$ cat config.mk
export PLATFORM = sky130hd
export DESIGN_NAME = serial_frame_encoder
export DESIGN_NICKNAME = d
export VERILOG_FILES = /design/src/rtl/sfe_pkg.sv /design/src/rtl/sfe_bit_timer.sv /design/src/rtl/sfe_byte_shifter.sv /design/src/rtl/serial_frame_encoder.sv
export SDC_FILE = /design/constraint.sdc
export NUM_CORES = 1
export LEC_CHECK = 0
export BUFFER_PORTS_ARGS = -buffer_cell sky130_fd_sc_hd__buf_2
export CAP_MARGIN = 25
export CORE_ASPECT_RATIO = 0.75
export CORE_MARGIN = 10
export CORE_UTILIZATION = 48
export DETAILED_ROUTE_END_ITERATION = 16
export HOLD_SLACK_MARGIN = 0.06
export MAX_ROUTING_LAYER = met4
export PLACE_DENSITY = 0.72
export SLEW_MARGIN = 20
export SYNTH_ARGS = -nofsm -noshare
export SYNTH_HDL_FRONTEND = slang
export SYNTH_SLANG_ARGS = --single-unit
$ cat constraint.sdc
create_clock -name clk -period 1.55 [get_ports clk]
set_input_delay 0.155 -clock clk [delete_from_list [all_inputs] [get_ports clk]]
set_output_delay 0.155 -clock clk [all_outputs]
set_load 0.02 [all_outputs]
$ cat src/rtl/sfe_pkg.sv
// Shared types for the serial frame encoder.
// Assumes: one symbol is on the line at a time, and symbols follow the frame order.
package sfe_pkg;
    typedef enum logic [2:0] {
        SYM_IDLE,
        SYM_TXSTART,
        SYM_FRSTART,
        SYM_BYTEHI,
        SYM_BYTELO,
        SYM_DATA,
        SYM_ENDLO,
        SYM_ENDHI
    } sym_e;
endpackage

$ cat src/rtl/sfe_bit_timer.sv
// Bit-period timer: counts the clock cycles within one logical bit.
// Assumes: run rises in the first cycle of a frame; the count is held at zero while idle.
module sfe_bit_timer #(
    parameter int CYC_PER_BIT = 8
) (
    input  logic clk,
    input  logic rst_n,
    input  logic run,
    output logic period_end
);
    localparam int CW = (CYC_PER_BIT > 1) ? $clog2(CYC_PER_BIT) : 1;
    localparam logic [CW-1:0] LAST = CW'(CYC_PER_BIT - 1);

    logic [CW-1:0] cnt;

    // Advance the cycle count, wrapping at the end of each bit period.
    always_ff @(posedge clk) begin
        if (!rst_n || !run)
            cnt <= '0;
        else if (cnt == LAST)
            cnt <= '0;
        else
            cnt <= cnt + CW'(1);
    end

    assign period_end = run && (cnt == LAST);

    // a bit period never ends two cycles in a row (when it is longer than one cycle)
    p_period_spacing_r9: assert property (@(posedge clk) disable iff (!rst_n)
        (CYC_PER_BIT > 1) && period_end |=> !period_end);
endmodule

$ cat src/rtl/sfe_byte_shifter.sv
// Byte shifter: holds the byte being sent, presents its current bit MSB first,
// and keeps the byte's last-byte flag.
// Assumes: load and advance are never high in the same cycle.
module sfe_byte_shifter #(
    parameter int DATA_W = 8
) (
    input  logic              clk,
    input  logic              rst_n,
    input  logic              load,
    input  logic [DATA_W-1:0] load_data,
    input  logic              load_last,
    input  logic              advance,
    output logic              cur_bit,
    output logic              final_bit,
    output logic              is_last
);
    localparam int IW = (DATA_W > 1) ? $clog2(DATA_W) : 1;
    localparam logic [IW-1:0] TOP = IW'(DATA_W - 1);

    logic [DATA_W-1:0] sreg;
    logic [IW-1:0]     idx;
    logic              last_q;

    // Load a new byte, or shift toward the next lower bit.
    always_ff @(posedge clk) begin
        if (!rst_n) begin
            sreg   <= '0;
            idx    <= '0;
            last_q <= 1'b0;
        end else if (load) begin
            sreg   <= load_data;
            idx    <= TOP;
            last_q <= load_last;
        end else if (advance) begin
            sreg   <= {sreg[DATA_W-2:0], 1'b0};
            idx    <= idx - IW'(1);
        end
    end

    assign cur_bit   = sreg[DATA_W-1];
    assign final_bit = (idx == '0);
    assign is_last   = last_q;

    // the shifter is never stepped past its lowest bit
    p_no_underflow_r4: assert property (@(posedge clk) disable iff (!rst_n)
        advance |-> !final_bit);
endmodule

$ cat src/rtl/serial_frame_encoder.sv
// Serial frame encoder: sends a byte message as transmission start, frame start,
// then for each byte a high/low byte-start pair and its data bits MSB first,
// and finally a low/high frame-end pair. Every bit lasts CYC_PER_BIT cycles.
// Assumes: the source keeps in_valid high from start to the end of the message;
// a missing byte at a byte boundary is an underrun and ends the frame early.
module serial_frame_encoder
    import sfe_pkg::*;
#(
    parameter int DATA_W      = 8,
    parameter int CYC_PER_BIT = 8
) (
    input  logic              clk,
    input  logic              rst_n,
    input  logic              start,
    input  logic              in_valid,
    input  logic [DATA_W-1:0] in_data,
    input  logic              in_last,
    output logic              in_ready,
    output logic              tx_data,
    output logic              tx_en,
    output logic              err
);
    sym_e st, st_nx;
    logic bit_end, cur_bit, final_bit, is_last;
    logic byte_end, load, advance, underrun, err_q;

    sfe_bit_timer #(.CYC_PER_BIT(CYC_PER_BIT)) u_timer (
        .clk        (clk),
        .rst_n      (rst_n),
        .run        (st != SYM_IDLE),
        .period_end (bit_end)
    );

    sfe_byte_shifter #(.DATA_W(DATA_W)) u_shift (
        .clk       (clk),
        .rst_n     (rst_n),
        .load      (load),
        .load_data (in_data),
        .load_last (in_last),
        .advance   (advance),
        .cur_bit   (cur_bit),
        .final_bit (final_bit),
        .is_last   (is_last)
    );

    // Decode the byte boundary and the handshake.
    always_comb begin
        byte_end = (st == SYM_DATA) && bit_end && final_bit;
        in_ready = ((st == SYM_IDLE) && start) || (byte_end && !is_last);
        load     = in_ready && in_valid;
        advance  = (st == SYM_DATA) && bit_end && !final_bit;
        underrun = byte_end && !is_last && !in_valid;
    end

    // Choose the next symbol of the frame.
    always_comb begin
        st_nx = st;
        if (st == SYM_IDLE) begin
            if (load) st_nx = SYM_TXSTART;
        end else if (bit_end) begin
            case (st)
                SYM_TXSTART: st_nx = SYM_FRSTART;
                SYM_FRSTART: st_nx = SYM_BYTEHI;
                SYM_BYTEHI:  st_nx = SYM_BYTELO;
                SYM_BYTELO:  st_nx = SYM_DATA;
                SYM_DATA:    st_nx = !final_bit ? SYM_DATA
                                   : (load ? SYM_BYTEHI : SYM_ENDLO);
                SYM_ENDLO:   st_nx = SYM_ENDHI;
                SYM_ENDHI:   st_nx = SYM_IDLE;
                default:     st_nx = SYM_IDLE;
            endcase
        end
    end

    // Register the symbol and the underrun flag.
    always_ff @(posedge clk) begin
        if (!rst_n) begin
            st    <= SYM_IDLE;
            err_q <= 1'b0;
        end else begin
            st <= st_nx;
            if (underrun)
                err_q <= 1'b1;
            else if (st_nx == SYM_IDLE)
                err_q <= 1'b0;
        end
    end

    // Drive the line level that belongs to the current symbol.
    always_comb begin
        case (st)
            SYM_TXSTART, SYM_BYTELO, SYM_ENDLO: tx_data = 1'b0;
            SYM_DATA:                           tx_data = cur_bit;
            default:                            tx_data = 1'b1;
        endcase
    end

    assign tx_en = (st != SYM_IDLE);
    assign err   = err_q;

    // the line rests high whenever the transmitter is off
    p_idle_high_r1: assert property (@(posedge clk) disable iff (!rst_n)
        !tx_en |-> tx_data);

    // inside a frame the line level holds for the whole bit period
    p_bit_hold_r9: assert property (@(posedge clk) disable iff (!rst_n)
        tx_en && $past(tx_en) && !$past(bit_end) |-> $stable(tx_data));

    // during a frame, bytes are taken only at the end of a data bit
    p_ready_at_boundary_r6: assert property (@(posedge clk) disable iff (!rst_n)
        in_ready && tx_en |-> bit_end && (st == SYM_DATA));

    // the underrun flag is seen only during the frame-end pair
    p_err_in_end_r7: assert property (@(posedge clk) disable iff (!rst_n)
        err |-> (st == SYM_ENDLO) || (st == SYM_ENDHI));

    // the low half of a byte-start pair always follows its high half
    p_byte_start_order_r3: assert property (@(posedge clk) disable iff (!rst_n)
        (st == SYM_BYTELO) && ($past(st) != SYM_BYTELO) |-> $past(st) == SYM_BYTEHI);

    // a start request with no byte leaves the block idle
    p_empty_start_r8: assert property (@(posedge clk) disable iff (!rst_n)
        (st == SYM_IDLE) && start && !in_valid |=> st == SYM_IDLE);
endmodule

==> results.txt, run 1 <==
----------------------------------------------------
[Final layout]
  Fraction of final layout cells sized beyond drive strength 1 ... 49.65%
  Total Nets Final ... 159
  Antenna Diode Count ... 0
  Count of filler cells inserted in the layout ... 133
  Most common cell after layout, fill and taps aside ... sky130_fd_sc_hd__buf_2
  Area of all sequential standard cells ... 386.6 µm²
  Most frequent cells in the layout ... sky130_fd_sc_hd__buf_2 (15), sky130_fd_sc_hd__dfxtp_1 (14), sky130_fd_sc_hd__buf_4 (12)
  Area of the multi-input gates ... 670.6 µm²
  Signed area change from the synthesized netlist to the final layout ... 43.33%

[STA]
  Crit path time final ... 1.715 ns
  Aggregate negative setup slack ... -1.470 ns
  Final hold viol count ... 0
  Final Max Tran Viols ... 0
  FMAX ... 0.5830 GHz
  Fin crit share ... 110.7%
  Worst clock skew ... 0.01632 ns
  Worst-margin pin slew ... 0.3222 ns
  Final setup violating endpoints ... 15
  Worst Hold Slack ... 0.09049 ns
  Unrepaired setup endpoints after global routing ... true
  Headroom to the max-slew limit ... 78.52%
  PnR worst setup slack ... -0.1653 ns

[Floorplanning]
  Core outline area ... 2014 µm²
  Die area ... 4369 µm²
  I/O Pins ... 17
  DIE HEIGHT ... 59.80 µm
  Horizontal die dimension ... 73.06 µm
  Total number of placement rows ... 14
  Effective utilization at floorplan ... 50.31%

[Global route]
  Maximum number of pins on one net before global-route repair ... 16
  Initial antenna violation count ... 0
  Wire length of the first global-routing pass ... 4133 µm
  Total global routing track utilization ... 12.32%
  Total overflow reported by the global router ... 0
  Via count of the first global-routing pass ... 905

[Worst setup path]
  Data arrival at the endpoint of the critical path ... 1.56 ns
  Cell mode on critical path ... sky130_fd_sc_hd__ha_4
  Startpoint type of the worst setup path ... flop
  Largest stage delay on the critical path ... 0.37 ns
  Chain of cells forming the critical path ... ha_4, ha_4, nand4b_1, nor3_2, a21o_1, buf_6
  Depth of the worst register-to-register path ... 7
  Type of the worst setup path ... reg -> out
  Type of destination of the critical path ... output pin
  Biggest fanout along the worst timing path ... 4
  Critical Path Sink ... in_ready
  CP required ... 1.39 ns
  Cell at the slowest stage of the critical path ... sky130_fd_sc_hd__dfxtp_2
  Worst reg2reg endpoint ... u_shift.sreg[4]$_SDFFE_PN0P_
  R2r setup slk ... -0.16 ns
  Critical register-to-register path startpoint ... u_shift.idx[0]$_SDFFE_PN0P_
  Crit path launch ... u_timer.cnt[0]$_SDFF_PP0_

[Place]
  Final RePlAce weighted congestion ... 0.7859
  Total of buffers placed on input and output ports ... 16
  Worst setup slack before clock tree synthesis ... -0.06006 ns
  Detail Placement HPWL ... 1653 µm

[Power]
  Cell area power density ... 770.6 nW/µm²
  Worst vdd ir ... 0.7915 mV
  Leakage power total ... 0.6204 nW

[Clock tree]
  Number of clock buffers inserted by TritonCTS ... 3
  Buffer type at the clock tree root ... sky130_fd_sc_hd__clkbuf_4
  Clock Pin Slew Worst Setup and Hold Paths ... 0.13 ns
  H-Tree Depth ... 1
  TritonCTS clock tree ... yes
  Clk sink count ... 19
  Clock insertion delay at the later pin of the skew report ... 0.31 ns
  Largest buffer count on any clock path ... 2
  Hold buffer count at CTS ... 0

[Synthesis]
  Synthesized flop and latch total ... 19
  Number of synthesis warnings ... 0
  Netlist cell types ... 37
  Fraction of the yosys area taken by sequential cells ... 37.53%
  Area of the mapped netlist ... 1013 µm²
  Avg Synthesized Cell Area ... 9.472 µm²
  Mapped Nets ... 124
  Post-Synthesis Cells ... 107

[Detailed routing]
  Routed wire length ... 2841 µm
  WL/cell ... 17.22 µm
  Overall via count from detail_route ... 941
  Antenna viol nets, final ... 0
  Pre-Repair DR Iteration Count ... 4
  Detailed router's first-iteration violation count ... 65
  Routed via count divided by cell count ... 5.703
  Post-detailed-route DRC marker count ... 0

[Flow run]
  Count of maximum capacitance violations ... 0

[Hold path]
  HP Class ... in -> reg

[Run status]
  Violations in the final reports ... setup timing
  Outcome ... finished, violations left

----------------------------------------------------
[cells by family (layout without fill, tap and decap cells)]
kind of cell	after synthesis	in the layout	share of synthesized area, %
AO/OA/AOI/OAI	30	30	19.63
XOR/XNOR	2	2	1.729
adder cells (fa/ha/maj)	4	4	4.938
buffers and inverters	12	46	7.036
flip-flops	19	19	37.53
multiplexers	9	9	8.889
AND/OR/NAND/NOR	31	31	20.25
[power by group]
group	internal (mW)	switching, mW	total, mW	leakage, nW
Sequential	0.523	0.0286	0.552	0.158
Combinational	0.142	0.158	0.300	0.449
Clock	0.0985	0.169	0.267	0.0139
Total	0.764	0.356	1.12	0.620
[how the worst min path moves through the flow]
| stage | startpoint | end | cells after the start |
|---|---|---|---|
| after floorplan | in_last | u_shift.is_last$_SDFFE_PN0P_ | 2 |
| after global placement | u_timer.cnt[0]$_SDFF_PP0_ | u_timer.cnt[0]$_SDFF_PP0_ | 1 |
| after detailed placement | u_timer.cnt[0]$_SDFF_PP0_ | u_timer.cnt[0]$_SDFF_PP0_ | 1 |
| after CTS | in_last | u_shift.is_last$_SDFFE_PN0P_ | 3 |
| after global routing | in_data[3] | u_shift.sreg[3]$_SDFFE_PN0P_ | 3 |
| final | in_last | u_shift.is_last$_SDFFE_PN0P_ | 3 |
[what timing repair did]
action / 4_1_cts / 5_1_grt
hold endpoints to repair: 0 / 0
pin swaps: 9 / 12
buffers inserted: 7 / 6
gates resized for setup: 14 / 31
cloned: 2 / 1
setup endpoints to repair: 12 / 18
[state kept, by name, summed over array words and instances, names as in the netlist]
signal           cells
u_shift.sreg         8
st                   3
u_shift.idx          3
u_timer.cnt          3
err                  1
u_shift.is_last      1
[stage by stage]
stage,power [mW],instances,util [%],instance area (µm²)
detailed placement,0.7748,152,59.81,1205
global placement,0.7672,152,59.81,1205
floorplan,0.6922,107,-,1028
finish,1.119,165,72.11,1453
CTS,1.073,164,67.21,1354
global route,1.173,165,72.11,1453
[critical path: cells and delay by family (launching register included)]
kind / cells / cell delay [ns]
compound gates: 1 / 0.12
fa+ha+maj: 2 / 0.27
buf+inv: 1 / 0.12
flops: 1 / 0.37
simple gates: 2 / 0.36
[cell type report]
class | count | area share (%)
clock buffer | 3 | 1.550
clock inverter | 1 | 0.5168
inverter | 4 | 1.034
multi-input combinational | 76 | 46.17
sequential | 19 | 26.62
tap | 24 | 2.067
timing repair buffer | 38 | 22.05
[synth_stat cells]
cell type | n | area share [%]
sky130_fd_sc_hd__a211oi_1 | 1 | 0.74
sky130_fd_sc_hd__a21boi_0 | 3 | 2.2
sky130_fd_sc_hd__a21boi_1 | 1 | 0.74
sky130_fd_sc_hd__a21o_1 | 1 | 0.74
sky130_fd_sc_hd__a21oi_1 | 12 | 5.9
sky130_fd_sc_hd__a32oi_4 | 1 | 2.7
sky130_fd_sc_hd__and2_1 | 2 | 1.2
sky130_fd_sc_hd__and3_1 | 1 | 0.62
sky130_fd_sc_hd__and4b_4 | 1 | 1.4
sky130_fd_sc_hd__and4bb_2 | 1 | 1.2
sky130_fd_sc_hd__buf_2 | 3 | 1.5
sky130_fd_sc_hd__buf_6 | 3 | 3.3
sky130_fd_sc_hd__clkbuf_1 | 2 | 0.74
sky130_fd_sc_hd__dfxtp_1 | 19 | 38
sky130_fd_sc_hd__ha_1 | 4 | 4.9
sky130_fd_sc_hd__inv_1 | 4 | 1.5
sky130_fd_sc_hd__mux2i_1 | 9 | 8.9
sky130_fd_sc_hd__nand2_1 | 3 | 1.1
sky130_fd_sc_hd__nand2_2 | 1 | 0.62
sky130_fd_sc_hd__nand2b_1 | 1 | 0.62
sky130_fd_sc_hd__nand3_1 | 1 | 0.49
sky130_fd_sc_hd__nand3b_1 | 1 | 0.74
sky130_fd_sc_hd__nand4_1 | 4 | 2.5
sky130_fd_sc_hd__nand4b_1 | 1 | 0.86
sky130_fd_sc_hd__nor2_1 | 3 | 1.1
sky130_fd_sc_hd__nor2b_1 | 5 | 3.1
sky130_fd_sc_hd__nor3_1 | 2 | 0.99
sky130_fd_sc_hd__nor3_4 | 1 | 1.6
sky130_fd_sc_hd__nor3b_1 | 2 | 1.5
sky130_fd_sc_hd__o211ai_1 | 2 | 1.5
sky130_fd_sc_hd__o21a_1 | 1 | 0.74
sky130_fd_sc_hd__o21ai_0 | 6 | 3.0
sky130_fd_sc_hd__o21ai_1 | 1 | 0.49
sky130_fd_sc_hd__o221ai_1 | 1 | 0.86
sky130_fd_sc_hd__or3_1 | 1 | 0.62
sky130_fd_sc_hd__xnor2_1 | 1 | 0.86
sky130_fd_sc_hd__xor2_1 | 1 | 0.86
[routing by layer]
metal  GRT usage [%]  up-vias  wire length, µm  part of all wire [%]
met2           20.20       30             1419                    50
li1                -      459                -                     -
met5               -        -                0                     0
met1           14.08      444             1198                    42
met3           4.636        8              144                   5.1
met4           2.432        0               78                   2.7
Power figures use the tool's default switching activity.
==> run 2: changes to the inputs <==
--- a/config.mk
+++ b/config.mk
@@ -13,7 +13,7 @@
 export DETAILED_ROUTE_END_ITERATION = 16
 export HOLD_SLACK_MARGIN = 0.06
 export MAX_ROUTING_LAYER = met4
-export PLACE_DENSITY = 0.72
+export PLACE_DENSITY = 0.73
 export SLEW_MARGIN = 20
 export SYNTH_ARGS = -nofsm -noshare
 export SYNTH_HDL_FRONTEND = slang
==> results.txt, run 2 (same netlist as run 1, synthesis figures left out) <==
----------------------------------------------------
[Global route]
  Total global routing track utilization ... 10.49% (-1.8 points)
  Initial antenna violation count ... 0 (unchanged)
  Wire length of the first global-routing pass ... 3539 µm (-14%)
  Via count of the first global-routing pass ... 803 (-11%)
  Maximum number of pins on one net before global-route repair ... 22 (+6)
  Total overflow reported by the global router ... 0 (unchanged)

[STA]
  Fin crit share ... 108.4% (-2.2 points)
  Worst-margin pin slew ... 0.3451 ns (+0.02288 ns)
  Crit path time final ... 1.681 ns (-0.03474 ns)
  Headroom to the max-slew limit ... 76.99% (-1.5 points)
  Final hold viol count ... 0 (unchanged)
  Final setup violating endpoints ... 11 (-4)
  PnR worst setup slack ... -0.1305 ns (+0.03474 ns)
  FMAX ... 0.5951 GHz (+2.1%)
  Worst Hold Slack ... 0.1164 ns (+0.02588 ns)
  Unrepaired setup endpoints after global routing ... true
  Worst clock skew ... 0.004409 ns (-0.01191 ns)
  Final Max Tran Viols ... 0 (unchanged)

[Floorplanning]
  Horizontal die dimension ... 73.06 µm (unchanged)
  Core outline area ... 2014 µm² (unchanged)
  DIE HEIGHT ... 59.80 µm (unchanged)
  Die area ... 4369 µm² (unchanged)
  Total number of placement rows ... 14 (unchanged)
  Effective utilization at floorplan ... 50.31% (unchanged)
  I/O Pins ... 17 (unchanged)

[Place]
  Total of buffers placed on input and output ports ... 16 (unchanged)
  Final RePlAce weighted congestion ... 0.7833 (-0.33%)
  Detail Placement HPWL ... 1495 µm (-9.6%)
  Worst setup slack before clock tree synthesis ... -0.05871 ns (+0.001353 ns)
  Post-DP Area ... 1172 µm² (-2.7%)
  Placed Instances ... 151 (-0.66%)

[Run status]
  Outcome ... finished, violations left
  Violations in the final reports ... setup timing

[Detailed routing]
  Detailed router's first-iteration violation count ... 50 (-23%)
  Routed via count divided by cell count ... 5.300 (-7.1%)
  WL/cell ... 13.69 µm (-20%)
  Antenna viol nets, final ... 0 (unchanged)
  Routed wire length ... 2191 µm (-23%)
  Overall via count from detail_route ... 848 (-9.9%)
  Post-detailed-route DRC marker count ... 0 (unchanged)
  Pre-Repair DR Iteration Count ... 4 (unchanged)

[Final layout]
  Count of placed standard cells in the final layout, fillers left out ... 160 (-3.0%)
  Total Nets Final ... 154 (-3.1%)
  Signed area change from the synthesized netlist to the final layout ... 30.99%
  Most frequent cells in the layout ... sky130_fd_sc_hd__buf_2 (15), sky130_fd_sc_hd__dfxtp_1 (13), sky130_fd_sc_hd__a21oi_1 (10)
  Count of filler cells inserted in the layout ... 157 (+18%)
  Antenna Diode Count ... 0 (unchanged)
  Final Cell Area ... 1328 µm² (-8.6%)
  Largest Register ... u_shift.sreg
  Flip-flop count of the largest register, all copies and words added ... 8 (unchanged)
  Most common cell after layout, fill and taps aside ... sky130_fd_sc_hd__buf_2
  Fraction of final layout cells sized beyond drive strength 1 ... 42.65% (-7.0 points)

[Power]
  Share of total power in sequential cells ... 53.1% (+3.8 points)
  Internal power consumption ... 0.7424 mW (-2.8%)
  Cell area power density ... 779.0 nW/µm² (+1.1%)
  Total net switching power ... 0.2917 mW (-18%)
  Clk pwr share ... 23.5% (-0.4 points)
  Leakage power total ... 0.5740 nW (-7.5%)
  Switching share of power ... 28.21% (-3.6 points)
  Worst vdd ir ... 0.8291 mV (+4.7%)
  Proportion of power drawn by combinational gates ... 23.4% (-3.4 points)

[Clock tree]
  Clock Pin Slew Worst Setup and Hold Paths ... 0.10 ns (-0.03 ns)
  Clock insertion delay at the later pin of the skew report ... 0.29 ns (-0.02 ns)
  Buffer type at the clock tree root ... sky130_fd_sc_hd__clkbuf_4
  H-Tree Depth ... 1 (unchanged)
  Number of clock buffers inserted by TritonCTS ... 3 (unchanged)
  Clk sink count ... 19 (unchanged)
  TritonCTS clock tree ... yes
  Hold buffer count at CTS ... 0 (unchanged)
  Largest buffer count on any clock path ... 2 (unchanged)

[Worst setup path]
  R2r setup slk ... -0.07 ns (+0.09 ns)
  Startpoint type of the worst setup path ... flop
  Data arrival at the endpoint of the critical path ... 1.53 ns (-0.03 ns)
  Biggest fanout along the worst timing path ... 3 (-1)
  CP required ... 1.39 ns (about the same)
  Type of destination of the critical path ... output pin
  Type of the worst setup path ... reg -> out

[Hold path]
  HP Class ... in -> reg

[Flow run]
  Count of maximum capacitance violations ... 0 (unchanged)

----------------------------------------------------
run 2: changes by cell type in the layout (fill, tap and decap cells not counted), sizes merged:
cell and change:
buf -4, clkinvlp -1
run 2: final timing paths:
| check | from | end | cells past startpoint |
|---|---|---|---|
| max | u_timer.cnt[0]$_SDFF_PP0_ | in_ready | 6 |
| max reg2reg | u_timer.cnt[0]$_SDFF_PP0_ | u_shift.is_last$_SDFFE_PN0P_ | 7 |
| min reg2reg | u_timer.cnt[0]$_SDFF_PP0_ | u_timer.cnt[0]$_SDFF_PP0_ | 1 |
| min | in_data[5] | u_shift.sreg[5]$_SDFFE_PN0P_ | 3 |
run 2: repair_timing:
item | CTS | global route
endpoints found under the setup margin | 14 | 16
resized for setup | 14 | 21
gates cloned | 1 | 0
pin swaps | 7 | 4
buffers inserted | 4 | 1
run 2: metal layers:
layer / wire length [µm] / global-route usage, %
met4: 18 / 3.243
met2: 1026 / 15.91
met1: 1058 / 12.55
met5: 0 / -
met3: 88 / 3.974
run 2: final cells by class:
cell class              count  area (µm²)  share of cell area, %
inverters                   4       15.01                  1.131
well taps                  24       30.03                  2.262
repair buffers             33       244.0                  18.38
flip-flops and latches     19       387.9                  29.22
multi-input cells          76       624.3                  47.03
clock buffers               4       26.28                  1.979
run 2: per-stage QoR:
step                setup TNS [ns]  power, mW  util, %
finish                     -0.3896      1.034    65.90
global route                -1.634      1.105    65.90
CTS                        -0.3598      1.028    63.66
global placement         -0.003907     0.7571    58.20
floorplan                        0     0.6922        -
detailed placement         -0.3818     0.7626    58.20
run 2: worst max-delay path: stages, from the launching register on:
cell and delay (ns):
sky130_fd_sc_hd__dfxtp_2 0.36, sky130_fd_sc_hd__ha_4 0.13, sky130_fd_sc_hd__ha_4 0.13, sky130_fd_sc_hd__nand4b_1 0.14
sky130_fd_sc_hd__nor3_2 0.24, sky130_fd_sc_hd__a21o_1 0.13, sky130_fd_sc_hd__buf_6 0.11
run 2: power groups by stage:
| stage | logic, mW | registers, mW | clock network [mW] |
|---|---|---|---|
| 2_1_floorplan | 0.149 | 0.544 | 0 |
| 4_1_cts | 0.226 | 0.547 | 0.254 |
| 5_1_grt | 0.268 | 0.554 | 0.284 |
| 6_report | 0.242 | 0.549 | 0.243 |
| 3_5_place_dp | 0.207 | 0.556 | 0 |
| 3_3_place_gp | 0.203 | 0.554 | 0 |
==> run 3: changes to the inputs <==
--- a/config.mk
+++ b/config.mk
@@ -5,11 +5,12 @@
 export SDC_FILE = /design/constraint.sdc
 export NUM_CORES = 1
 export LEC_CHECK = 0
+export ABC_CLOCK_PERIOD_IN_PS = 2150
 export BUFFER_PORTS_ARGS = -buffer_cell sky130_fd_sc_hd__buf_2
 export CAP_MARGIN = 25
 export CORE_ASPECT_RATIO = 0.75
 export CORE_MARGIN = 10
-export CORE_UTILIZATION = 48
+export CORE_UTILIZATION = 50
 export DETAILED_ROUTE_END_ITERATION = 16
 export HOLD_SLACK_MARGIN = 0.06
 export MAX_ROUTING_LAYER = met4
==> constraint.sdc (replaced) <==
create_clock -name clk -period 2.15 [get_ports clk]
set_input_delay 0.215 -clock clk [delete_from_list [all_inputs] [get_ports clk]]
set_output_delay 0.215 -clock clk [all_outputs]
set_load 0.02 [all_outputs]
==> results.txt, run 3 (same netlist as run 1, synthesis figures left out) <==
----------------------------------------------------
[Global route]
  Total global routing track utilization ... 9.626% (-0.86 points)
  Total overflow reported by the global router ... 0 (unchanged)
  Initial antenna violation count ... 0 (unchanged)
  Wire length of the first global-routing pass ... 3215 µm (-9.2%)
  Maximum number of pins on one net before global-route repair ... 22 (unchanged)
  Via count of the first global-routing pass ... 739 (-8.0%)

[Hold path]
  HP Class ... in -> reg

[Detailed routing]
  Detail Route met2 WL ... 896 µm (-13%)
  Post-detailed-route DRC marker count ... 0 (unchanged)
  Pre-Repair DR Iteration Count ... 4 (unchanged)
  WL/cell ... 12.81 µm (-6.4%)
  Overall via count from detail_route ... 803 (-5.3%)
  Routed wire length ... 1845 µm (-16%)
  Routed via count divided by cell count ... 5.576 (+5.2%)
  Detailed router's first-iteration violation count ... 41 (-18%)
  Met1 layer wirelength in the final routing ... 839 µm (-21%)
  Antenna viol nets, final ... 0 (unchanged)
  Routed wire length on met3 ... 90 µm (+2.3%)
  Uppermost layer routed ... met4

[Clock tree]
  Buffer type at the clock tree root ... sky130_fd_sc_hd__clkbuf_4
  H-Tree Depth ... 1 (unchanged)
  Clock insertion delay at the later pin of the skew report ... 0.29 ns (about the same)
  Number of clock buffers inserted by TritonCTS ... 3 (unchanged)
  TritonCTS clock tree ... yes
  Largest buffer count on any clock path ... 2 (unchanged)
  Clock Pin Slew Worst Setup and Hold Paths ... 0.09 ns (about the same)
  Hold buffer count at CTS ... 0 (unchanged)
  Clk sink count ... 19 (unchanged)

[Final layout]
  Final cell utilization of the core ... 56.38% (-9.5 points)
  Total Nets Final ... 138 (-10%)
  Flip-flop count of the largest register, all copies and words added ... 8 (unchanged)
  Largest Register ... u_shift.sreg
  Final Cell Area ... 1106 µm² (-17%)
  Fraction of final layout cells sized beyond drive strength 1 ... 21.67% (-21 points)
  Count of placed standard cells in the final layout, fillers left out ... 144 (-10%)
  Antenna Diode Count ... 0 (unchanged)
  Most frequent cells in the layout ... sky130_fd_sc_hd__dfxtp_1 (19), sky130_fd_sc_hd__buf_2 (16), sky130_fd_sc_hd__a21oi_1 (12)
  Signed area change from the synthesized netlist to the final layout ... 9.136%
  Most common cell after layout, fill and taps aside ... sky130_fd_sc_hd__dfxtp_1

[Floorplanning]
  Total number of placement rows ... 14 (unchanged)
  Core outline area ... 1962 µm² (-2.6%)
  Effective utilization at floorplan ... 51.66% (+1.3 points)
  Horizontal die dimension ... 71.99 µm (-1.5%)
  Die area ... 4246 µm² (-2.8%)
  DIE HEIGHT ... 58.99 µm (-1.3%)
  I/O Pins ... 17 (unchanged)

[Power]
  Clk pwr share ... 24.9% (+1.4 points)
  Cell area power density ... 631.6 nW/µm² (-19%)
  Proportion of power drawn by combinational gates ... 18.4% (-5.0 points)
  Internal power consumption ... 0.5050 mW (-32%)
  Worst vdd ir ... 0.5528 mV (-33%)
  Switching share of power ... 27.72% (-0.49 points)
  Leakage power total ... 0.4780 nW (-17%)
  Share of total power in sequential cells ... 56.7% (+3.6 points)
  Total net switching power ... 0.1936 mW (-34%)
  Power Total ... 0.6986 mW (-32%)

[STA]
  Worst clock skew ... 0.004123 ns (-0.0002853 ns)
  Final hold viol count ... 0 (unchanged)
  Headroom to the max-slew limit ... 72.74% (-4.3 points)
  PnR worst setup slack ... 0.1739 ns (+0.3044 ns)
  Fin crit share ... 91.91%
  Aggregate negative setup slack ... 0 ns (+0.3896 ns)
  Worst Hold Slack ... 0.1865 ns (+0.07015 ns)
  Crit path time final ... 1.976 ns
  Final Max Tran Viols ... 0 (unchanged)
  Final setup violating endpoints ... 0 (-11)
  FMAX ... 0.5060 GHz
  Unrepaired setup endpoints after global routing ... false
  Worst-margin pin slew ... 0.4089 ns (+0.06376 ns)

[Place]
  Placed Instances ... 140 (-7.3%)
  Final RePlAce weighted congestion ... 0.7301 (-6.8%)
  Detail Placement HPWL ... 1404 µm (-6.1%)
  Worst setup slack before clock tree synthesis ... 0.2478 ns (+0.3065 ns)
  Total of buffers placed on input and output ports ... 16 (unchanged)
  Post-DP Area ... 1075 µm² (-8.3%)

[Worst setup path]
  Type of destination of the critical path ... output pin
  CP required ... 1.93 ns (+0.54 ns)
  Startpoint type of the worst setup path ... flop
  Data arrival at the endpoint of the critical path ... 1.76 ns (+0.23 ns)
  Biggest fanout along the worst timing path ... 7 (+4)
  Type of the worst setup path ... reg -> out

[Flow run]
  Count of maximum capacitance violations ... 0 (unchanged)

[Run status]
  Outcome ... finished clean

----------------------------------------------------
==> run 3: path summary, 6_finish.rpt <==
| path | start | to | slack [ns] | cells after the start |
|---|---|---|---|---|
| setup / recovery | u_timer.cnt[0]$_SDFF_PP0_ | in_ready | 0.17 | 6 |
| hold / removal | in_last | u_shift.is_last$_SDFFE_PN0P_ | 0.19 | 3 |
| setup reg to reg | u_timer.cnt[0]$_SDFF_PP0_ | st[2]$_SDFF_PN0_ | 0.25 | 7 |
| hold reg to reg | u_timer.cnt[0]$_SDFF_PP0_ | u_timer.cnt[0]$_SDFF_PP0_ | 0.43 | 1 |
==> run 3: routing by layer <==
| metal | track usage [%] | up-vias |
|---|---|---|
| li1 | - | 414 |
| met1 | 10.58 | 376 |
| met2 | 14.82 | 11 |
| met3 | 4.355 | 2 |
| met4 | 4.132 | 0 |
| met5 | - | - |
==> run 3: power by group through the flow <==
stage | Sequential [mW] | Clock [mW] | Combinational, mW
after floorplan | 0.392 | 0 | 0.107
after global placement | 0.403 | 0 | 0.126
after detailed placement | 0.404 | 0 | 0.129
after CTS | 0.396 | 0.187 | 0.130
after global routing | 0.401 | 0.197 | 0.145
final | 0.396 | 0.174 | 0.129
==> run 3: what timing repair did <==
item	CTS	global route
setup buffers	0	0
resized for setup	0	1
endpoints found under the setup margin	0	1
==> run 3: critical path, stage by stage (launching register included) <==
cell	delay [ns]
sky130_fd_sc_hd__dfxtp_1	0.35
sky130_fd_sc_hd__ha_1	0.15
sky130_fd_sc_hd__ha_1	0.28
sky130_fd_sc_hd__nand4b_1	0.18
sky130_fd_sc_hd__nor3_2	0.26
sky130_fd_sc_hd__a21o_1	0.11
sky130_fd_sc_hd__buf_2	0.15
==> run 3: cell type report <==
type,count,area (µm²)
multi-input combinational,76,566.8
timing repair buffer,17,87.58
sequential,19,380.4
inverter,4,15.01
clock buffer,4,26.28
fill,188,855.8
tap,24,30.03
